### src/rtl/spi_fe_pkg.sv
package spi_fe_pkg;
  // link state of the serial front end
  typedef enum logic [1:0] {
    FE_IDLE = 2'd0,
    FE_XFER = 2'd1,
    FE_HOLD = 2'd2
  } fe_state_e;

  // bit positions inside the synchronized pin vector
  localparam int PIN_CS   = 0;
  localparam int PIN_SCK  = 1;
  localparam int PIN_DIN  = 2;
  localparam int PIN_HOLD = 3;
  localparam int PIN_NUM  = 4;
endpackage

### src/rtl/spi_fe_sync.sv
module spi_fe_sync #(
  parameter int          W       = 4,
  parameter int          STAGES  = 2,
  parameter logic [W-1:0] RST_VAL = '0
) (
  input  logic         clk,
  input  logic         rst_n,
  input  logic [W-1:0] din,
  output logic [W-1:0] dout
);
  logic [STAGES-1:0][W-1:0] stg_q;

  generate
    if (STAGES == 1) begin : g_one
      always_ff @(posedge clk or negedge rst_n) begin
        if (!rst_n) stg_q[0] <= RST_VAL;
        else        stg_q[0] <= din;
      end
    end else begin : g_chain
      always_ff @(posedge clk or negedge rst_n) begin
        if (!rst_n) stg_q <= {STAGES{RST_VAL}};
        else        stg_q <= {stg_q[STAGES-2:0], din};
      end
    end
  endgenerate

  assign dout = stg_q[STAGES-1];
endmodule

### src/rtl/spi_fe_ctrl.sv
module spi_fe_ctrl
  import spi_fe_pkg::*;
(
  input  logic clk,
  input  logic rst_n,
  input  logic cs_n_s,
  input  logic sck_s,
  input  logic hold_n_s,
  input  logic busy_i,
  output logic start_o,
  output logic clear_o,
  output logic rise_o,
  output logic fall_o,
  output logic selected_o,
  output logic held_o,
  output logic active_o
);
  fe_state_e state_q, state_d;
  logic      cs_d_q, sck_d_q;
  logic      cs_fall, sck_rise, sck_fall;

  // cs history resets low: a select line low out of reset shows no edge
  always_ff @(posedge clk or negedge rst_n) begin
    if (!rst_n) begin
      state_q <= FE_IDLE;
      cs_d_q  <= 1'b0;
      sck_d_q <= 1'b0;
    end else begin
      state_q <= state_d;
      cs_d_q  <= cs_n_s;
      sck_d_q <= sck_s;
    end
  end

  assign cs_fall  = cs_d_q & ~cs_n_s;
  assign sck_rise = sck_s & ~sck_d_q;
  assign sck_fall = ~sck_s & sck_d_q;

  always_comb begin
    state_d = state_q;
    unique case (state_q)
      FE_IDLE: if (cs_fall) state_d = FE_XFER;
      FE_XFER: begin
        if (cs_n_s)                     state_d = FE_IDLE;
        else if (!hold_n_s && !sck_s)   state_d = FE_HOLD;
      end
      FE_HOLD: begin
        if (cs_n_s)                     state_d = FE_IDLE;
        else if (hold_n_s && !sck_s)    state_d = FE_XFER;
      end
      default:                          state_d = FE_IDLE;
    endcase
  end

  assign start_o    = (state_q == FE_IDLE) & cs_fall;
  assign clear_o    = cs_n_s;
  assign rise_o     = (state_q == FE_XFER) & ~cs_n_s & sck_rise;
  assign fall_o     = (state_q == FE_XFER) & ~cs_n_s & sck_fall;
  assign selected_o = (state_q != FE_IDLE);
  assign held_o     = (state_q == FE_HOLD);
  assign active_o   = selected_o | busy_i;

  // selection needs a seen-high select followed by a low one
  assert_sel_armed_R1: assert property (@(posedge clk) disable iff (!rst_n)
    $rose(selected_o) |-> ($past(cs_d_q) && !$past(cs_n_s)));

  // a pause opens only with the serial clock low
  assert_hold_entry_R6: assert property (@(posedge clk) disable iff (!rst_n)
    $rose(held_o) |-> (!$past(sck_s) && !$past(hold_n_s)));

  // a pause closes by release with clock low, or by deselection
  assert_hold_exit_R7: assert property (@(posedge clk) disable iff (!rst_n)
    $fell(held_o) |-> ($past(cs_n_s) || ($past(hold_n_s) && !$past(sck_s))));

  // no serial edge is acted on during a pause
  assert_hold_mute_R6: assert property (@(posedge clk) disable iff (!rst_n)
    held_o |-> !(rise_o || fall_o));
endmodule

### src/rtl/spi_fe_shift.sv
module spi_fe_shift #(
  parameter int DATA_W = 8
) (
  input  logic              clk,
  input  logic              rst_n,
  input  logic              start_i,
  input  logic              clear_i,
  input  logic              rise_i,
  input  logic              fall_i,
  input  logic              hold_i,
  input  logic              din_i,
  input  logic [DATA_W-1:0] tx_byte_i,
  output logic [DATA_W-1:0] rx_byte_o,
  output logic              rx_valid_o,
  output logic              tx_load_o,
  output logic              dout_o
);
  localparam int               CNT_W = (DATA_W > 1) ? $clog2(DATA_W) : 1;
  localparam logic [CNT_W-1:0] LAST  = CNT_W'(DATA_W - 1);

  logic [CNT_W-1:0]  cnt_q, cnt_d;
  logic [DATA_W-1:0] rx_sh_q, rx_sh_d, tx_sh_q, tx_sh_d, rx_byte_q, rx_byte_d;
  logic [DATA_W-1:0] rx_next;
  logic              rx_valid_q, rx_valid_d, tx_load_q, tx_load_d;

  assign rx_next = {rx_sh_q[DATA_W-2:0], din_i};

  always_comb begin
    cnt_d      = cnt_q;
    rx_sh_d    = rx_sh_q;
    tx_sh_d    = tx_sh_q;
    rx_byte_d  = rx_byte_q;
    rx_valid_d = 1'b0;
    tx_load_d  = 1'b0;
    if (clear_i) begin
      cnt_d   = '0;
      rx_sh_d = '0;
      tx_sh_d = '0;
    end else if (start_i) begin
      cnt_d     = '0;
      tx_sh_d   = tx_byte_i;
      tx_load_d = 1'b1;
    end else begin
      if (rise_i) begin
        rx_sh_d = rx_next;
        if (cnt_q == LAST) begin
          cnt_d      = '0;
          rx_byte_d  = rx_next;
          rx_valid_d = 1'b1;
        end else begin
          cnt_d = cnt_q + 1'b1;
        end
      end
      if (fall_i) begin
        if (cnt_q == '0) begin
          tx_sh_d   = tx_byte_i;
          tx_load_d = 1'b1;
        end else begin
          tx_sh_d = {tx_sh_q[DATA_W-2:0], 1'b0};
        end
      end
    end
  end

  always_ff @(posedge clk or negedge rst_n) begin
    if (!rst_n) begin
      cnt_q      <= '0;
      rx_sh_q    <= '0;
      tx_sh_q    <= '0;
      rx_byte_q  <= '0;
      rx_valid_q <= 1'b0;
      tx_load_q  <= 1'b0;
    end else begin
      cnt_q      <= cnt_d;
      rx_sh_q    <= rx_sh_d;
      tx_sh_q    <= tx_sh_d;
      rx_byte_q  <= rx_byte_d;
      rx_valid_q <= rx_valid_d;
      tx_load_q  <= tx_load_d;
    end
  end

  assign rx_byte_o  = rx_byte_q;
  assign rx_valid_o = rx_valid_q;
  assign tx_load_o  = tx_load_q;
  assign dout_o     = tx_sh_q[DATA_W-1];

  // bit position and both shifters are frozen across a pause
  assert_hold_freeze_R6: assert property (@(posedge clk) disable iff (!rst_n)
    (hold_i && !clear_i) |=> ($stable(cnt_q) && $stable(rx_sh_q) && $stable(tx_sh_q)));

  // deselection wipes the transfer state
  assert_clear_state_R9: assert property (@(posedge clk) disable iff (!rst_n)
    clear_i |=> (cnt_q == '0 && rx_sh_q == '0 && tx_sh_q == '0));
endmodule

### src/rtl/spi_hold_frontend.sv
module spi_hold_frontend
  import spi_fe_pkg::*;
#(
  parameter int DATA_W      = 8,
  parameter int SYNC_STAGES = 2
) (
  input  logic              clk,
  input  logic              rst_n,
  input  logic              cs_n_i,
  input  logic              sck_i,
  input  logic              mosi_i,
  input  logic              hold_n_i,
  input  logic              busy_i,
  input  logic [DATA_W-1:0] tx_byte_i,
  output logic              tx_load_o,
  output logic [DATA_W-1:0] rx_byte_o,
  output logic              rx_valid_o,
  output logic              miso_o,
  output logic              miso_oe_o,
  output logic              active_o
);
  logic [1:0]         rst_sync_q;
  logic               rst_int_n;
  logic [PIN_NUM-1:0] pins_raw, pins_s;
  logic               start, clear, rise, fall, selected, held;

  // asynchronous assert, synchronous release
  always_ff @(posedge clk or negedge rst_n) begin
    if (!rst_n) rst_sync_q <= 2'b00;
    else        rst_sync_q <= {rst_sync_q[0], 1'b1};
  end
  assign rst_int_n = rst_sync_q[1];

  always_comb begin
    pins_raw           = '0;
    pins_raw[PIN_CS]   = cs_n_i;
    pins_raw[PIN_SCK]  = sck_i;
    pins_raw[PIN_DIN]  = mosi_i;
    pins_raw[PIN_HOLD] = hold_n_i;
  end

  spi_fe_sync #(.W(PIN_NUM), .STAGES(SYNC_STAGES), .RST_VAL('0)) u_sync (
    .clk  (clk),
    .rst_n(rst_int_n),
    .din  (pins_raw),
    .dout (pins_s)
  );

  spi_fe_ctrl u_ctrl (
    .clk       (clk),
    .rst_n     (rst_int_n),
    .cs_n_s    (pins_s[PIN_CS]),
    .sck_s     (pins_s[PIN_SCK]),
    .hold_n_s  (pins_s[PIN_HOLD]),
    .busy_i    (busy_i),
    .start_o   (start),
    .clear_o   (clear),
    .rise_o    (rise),
    .fall_o    (fall),
    .selected_o(selected),
    .held_o    (held),
    .active_o  (active_o)
  );

  spi_fe_shift #(.DATA_W(DATA_W)) u_shift (
    .clk       (clk),
    .rst_n     (rst_int_n),
    .start_i   (start),
    .clear_i   (clear),
    .rise_i    (rise),
    .fall_i    (fall),
    .hold_i    (held),
    .din_i     (pins_s[PIN_DIN]),
    .tx_byte_i (tx_byte_i),
    .rx_byte_o (rx_byte_o),
    .rx_valid_o(rx_valid_o),
    .tx_load_o (tx_load_o),
    .dout_o    (miso_o)
  );

  assign miso_oe_o = selected & ~held;

  // output drive implies active mode
  assert_oe_active_R2: assert property (@(posedge clk) disable iff (!rst_int_n)
    miso_oe_o |-> active_o);

  // standby only when the core is idle
  assert_standby_busy_R3: assert property (@(posedge clk) disable iff (!rst_int_n)
    !active_o |-> (!busy_i && !miso_oe_o));

  // a settled high select means no drive
  assert_desel_quiet_R10: assert property (@(posedge clk) disable iff (!rst_int_n)
    ($past(pins_s[PIN_CS]) && pins_s[PIN_CS]) |-> !miso_oe_o);
endmodule

### config.mk
export PLATFORM = sky130hd
export DESIGN_NAME = spi_hold_frontend
export DESIGN_NICKNAME = d
export VERILOG_FILES = /design/src/rtl/spi_fe_pkg.sv /design/src/rtl/spi_fe_sync.sv /design/src/rtl/spi_fe_ctrl.sv /design/src/rtl/spi_fe_shift.sv /design/src/rtl/spi_hold_frontend.sv
export SDC_FILE = /design/constraint.sdc
export NUM_CORES = 1
export LEC_CHECK = 0
export BUFFER_PORTS_ARGS = -buffer_cell sky130_fd_sc_hd__buf_4
export CAP_MARGIN = 20
export CORE_MARGIN = 3
export CORE_UTILIZATION = 45
export DETAILED_ROUTE_END_ITERATION = 10
export PLACE_DENSITY = 0.69
export SLEW_MARGIN = 20
export SYNTH_ARGS = -nofsm -noshare
export SYNTH_HDL_FRONTEND = slang
export SYNTH_SLANG_ARGS = --single-unit
### constraint.sdc
create_clock -name clk -period 1.3 [get_ports clk]
set_clock_uncertainty 0.1 [all_clocks]
set_input_delay 0.13 -clock clk [delete_from_list [all_inputs] [get_ports clk]]
set_output_delay 0.13 -clock clk [all_outputs]
set_load 0.01 [all_outputs]
==> run metrics <==
ys async rst share=100%; initial antenna violation count=0; Ports=28; initial DRC count=20; most area-consuming cells after synthesis=dfrtp_1 64%, mux2_2 5.5%, mux2i_1 4.2%, o2bb2ai_1 4.2%, nand2b_1 3.8%; Fmax=0.640 GHz; most frequent cell on the critical path=buf_6; cell area power density=1090 nW/um^2; Post-Syn Nets=145; input/output buffers=27; Crit path arrival time=1330 ps; dpl cells=203; total iterations of the first detailed-routing run=5; RD Place Congestion=0.761; Synth cell types=23; largest net degree at the start of global routing=26; fraction of layout cells with a size suffix above 1=43.0%; register cell area after layout=1050 sq um; syn avg cell area=13.0 sq um; Main synth FF type=dfrtp_1; Starting Density=47.9%; CP Max Fanout=3; Tcrit/Tclk final=120%; grt total ovfl=0; latest clock arrival within the worst-skew pair=290 ps; die area=4430 sq um; max_cap viols=0; DP HPWL=2.00 mm; placed inst area=1990 sq um; pre-CTS setup slack=-241 ps; count leader, synth=dfrtp_1; unrepaired setup endpoints after global routing=yes; non-filler instance count after layout=225; #FFs+latches synth=42; leading area contributor after synthesis=dfrtp_1; number of flops mapped to enable cells by yosys=0; Final Cell Area=2330 sq um; Synth top cells by count=42 x dfrtp_1, 10 x nand2b_1, 9 x o21ai_0; synth warn=0; H-tree Lvls=2; Die Y=66.5 um; worst path cell trace=buf_6 -> or3_4 -> buf_6; DR WL/cell=14.7 um; Clock Tree Root=clkbuf_8; # fillers=257; CORE AREA=3440 sq um; smallest hold slack=11.0 ps; Worst Setup End Kind=output pin; post-synthesis instance total=127; post-DR vias/cell=5.00; first-pass GRT wire length=5.38 mm; register area share after synthesis=63.7%; vias post-DR=1126; Crit Path Class=reg2out; Slowest-stage cell, CP=dfrtp_2; status=complete, but fails checks; final core occ=67.6%; CP required=1070 ps; worst hold path class=in2reg; area of the multi-input gates=668 sq um; Yosys top cell area share=63.7%; die width=66.5 um; CTS tree=built; Worst-path clk slew=80 ps; Sink Count=42; Row Count=21; Post-Route WL=3.31 mm; Total GRT Usage=16.9%; failing checks=negative setup slack; area of the mapped netlist=1650 sq um; final hold violations=0; # nets final=196; area delta synth->final=41.0%; maximum vdd drop=0.706 mV; Static Leak=1.17 nW; max-slew violations=0; Antenna Cells=0; Clock Path Buffers=2; endpoints failing setup=28; worst setup margin=-262 ps; vias in the first global route=1203; CTS Buf Count=5; CP startpoint kind=flop; slowest stage delay, CP=430 ps; Residual DRC=0; ANT nets after route=0; Period minus WS final=1560 ps
==> worst paths after layout <==
path | slack, ps | depth (start not counted) | to | from
min reg2reg | 80 | 0 | u_shift.tx_sh_q[5]$_DFFE_PN0P_ | rst_sync_q[1]$_DFF_PN0_
min | 10 | 3 | u_shift.tx_sh_q[6]$_DFFE_PN0P_ | tx_byte_i[6]
max | -260 | 3 | active_o | u_ctrl.state_q[0]$_DFFE_PN0P_
max in group asynchronous | 570 | 1 | u_sync.dout[0]$_DFF_PN0_ | rst_sync_q[1]$_DFF_PN0_
max reg2reg | -260 | 6 | u_shift.cnt_q[1]$_DFFE_PN0P_ | u_ctrl.state_q[0]$_DFFE_PN0P_
min in group asynchronous | 40 | 2 | rst_sync_q[1]$_DFF_PN0_ | rst_n
==> per-layer routing <==
| metal | part of all wire, % | routed length (um) | GRT usage [%] | vias up |
|---|---|---|---|---|
| li1 | - | - | - | 540 |
| met1 | 39 | 1300 | 18.1 | 548 |
| met2 | 54 | 1790 | 30.0 | 29 |
| met3 | 4.8 | 158 | 5.40 | 9 |
| met4 | 1.6 | 52 | 7.87 | 0 |
| met5 | 0 | 0 | 0 | - |
==> sequential cells by signal (all words and copies together) (netlist names), 2 cells and up <==
register,count
u_shift.rx_byte_o,8
u_shift.tx_sh_q,8
u_shift.rx_sh_q,7
u_sync.dout,4
u_sync.stg_q,4
u_shift.cnt_q,3
rst_sync_q,2
u_ctrl.state_q,2
==> what timing repair did <==
action	in CTS	in global routing
pin swaps	9	1
cloned	3	0
setup buffers	4	1
endpoints found under the setup margin	29	28
hold buffers	6	0
resized for setup	20	3
endpoints found under the hold margin	7	0
==> stage by stage <==
step / setup TNS [ps] / power [mW]
floorplan: -3320 / 1.52
global placement: -4130 / 1.61
detailed placement: -4680 / 1.61
CTS: -3920 / 2.54
global route: -6590 / 2.64
finish: -4930 / 2.53
==> critical path, delay by kind of cell (launching register included) <==
kind / cells / cell delay, ps
AND/OR/NAND/NOR: 1 / 360
buffers and inverters: 2 / 250
flip-flops: 1 / 430
==> area by class of cell <==
type                       instances  share of cell area, %
sequential                        42                   45.3
multi-input combinational         77                   28.7
timing repair buffer              46                   18.5
clock buffer                       6                   3.55
tap                               46                   2.47
inverter                           6                  0.968
clock inverter                     2                  0.538
==> cells by family after synthesis <==
group                    Yosys count  synth area share (%)
multiplexers                      15                  9.71
AO/OA/AOI/OAI                     26                  10.9
buffers and inverters             10                  2.35
adder cells (fa/ha/maj)            3                  2.28
other                              1                 0.227
flip-flops                        42                  63.7
AND/OR/NAND/NOR                   30                  10.8
==> cell usage in the layout, fill, tap and decap left out, types with 2 or more instances in the layout <==
cell type,n
buf_6,3
buf_12,2
nand2_1,7
nor2_1,4
buf_4,33
o21ai_0,8
nand2b_1,7
clkbuf_8,6
o2bb2ai_1,7
inv_2,2
mux2i_1,6
inv_1,4
nand3b_1,2
dfrtp_2,2
dfrtp_1,40
a21oi_1,2
nand2_4,2
dlygate4sd3_1,6
mux2_2,8
nand2b_4,4
a22o_1,3
==> where the power goes <==
| group | leakage [nW] | internal, mW | switching (mW) |
|---|---|---|---|
| clock | 0.0472 | 0.427 | 0.444 |
| sequential | 0.550 | 1.35 | 0.0386 |
| combinational | 0.572 | 0.147 | 0.119 |
No activity file was read; power rests on OpenSTA's default activity.
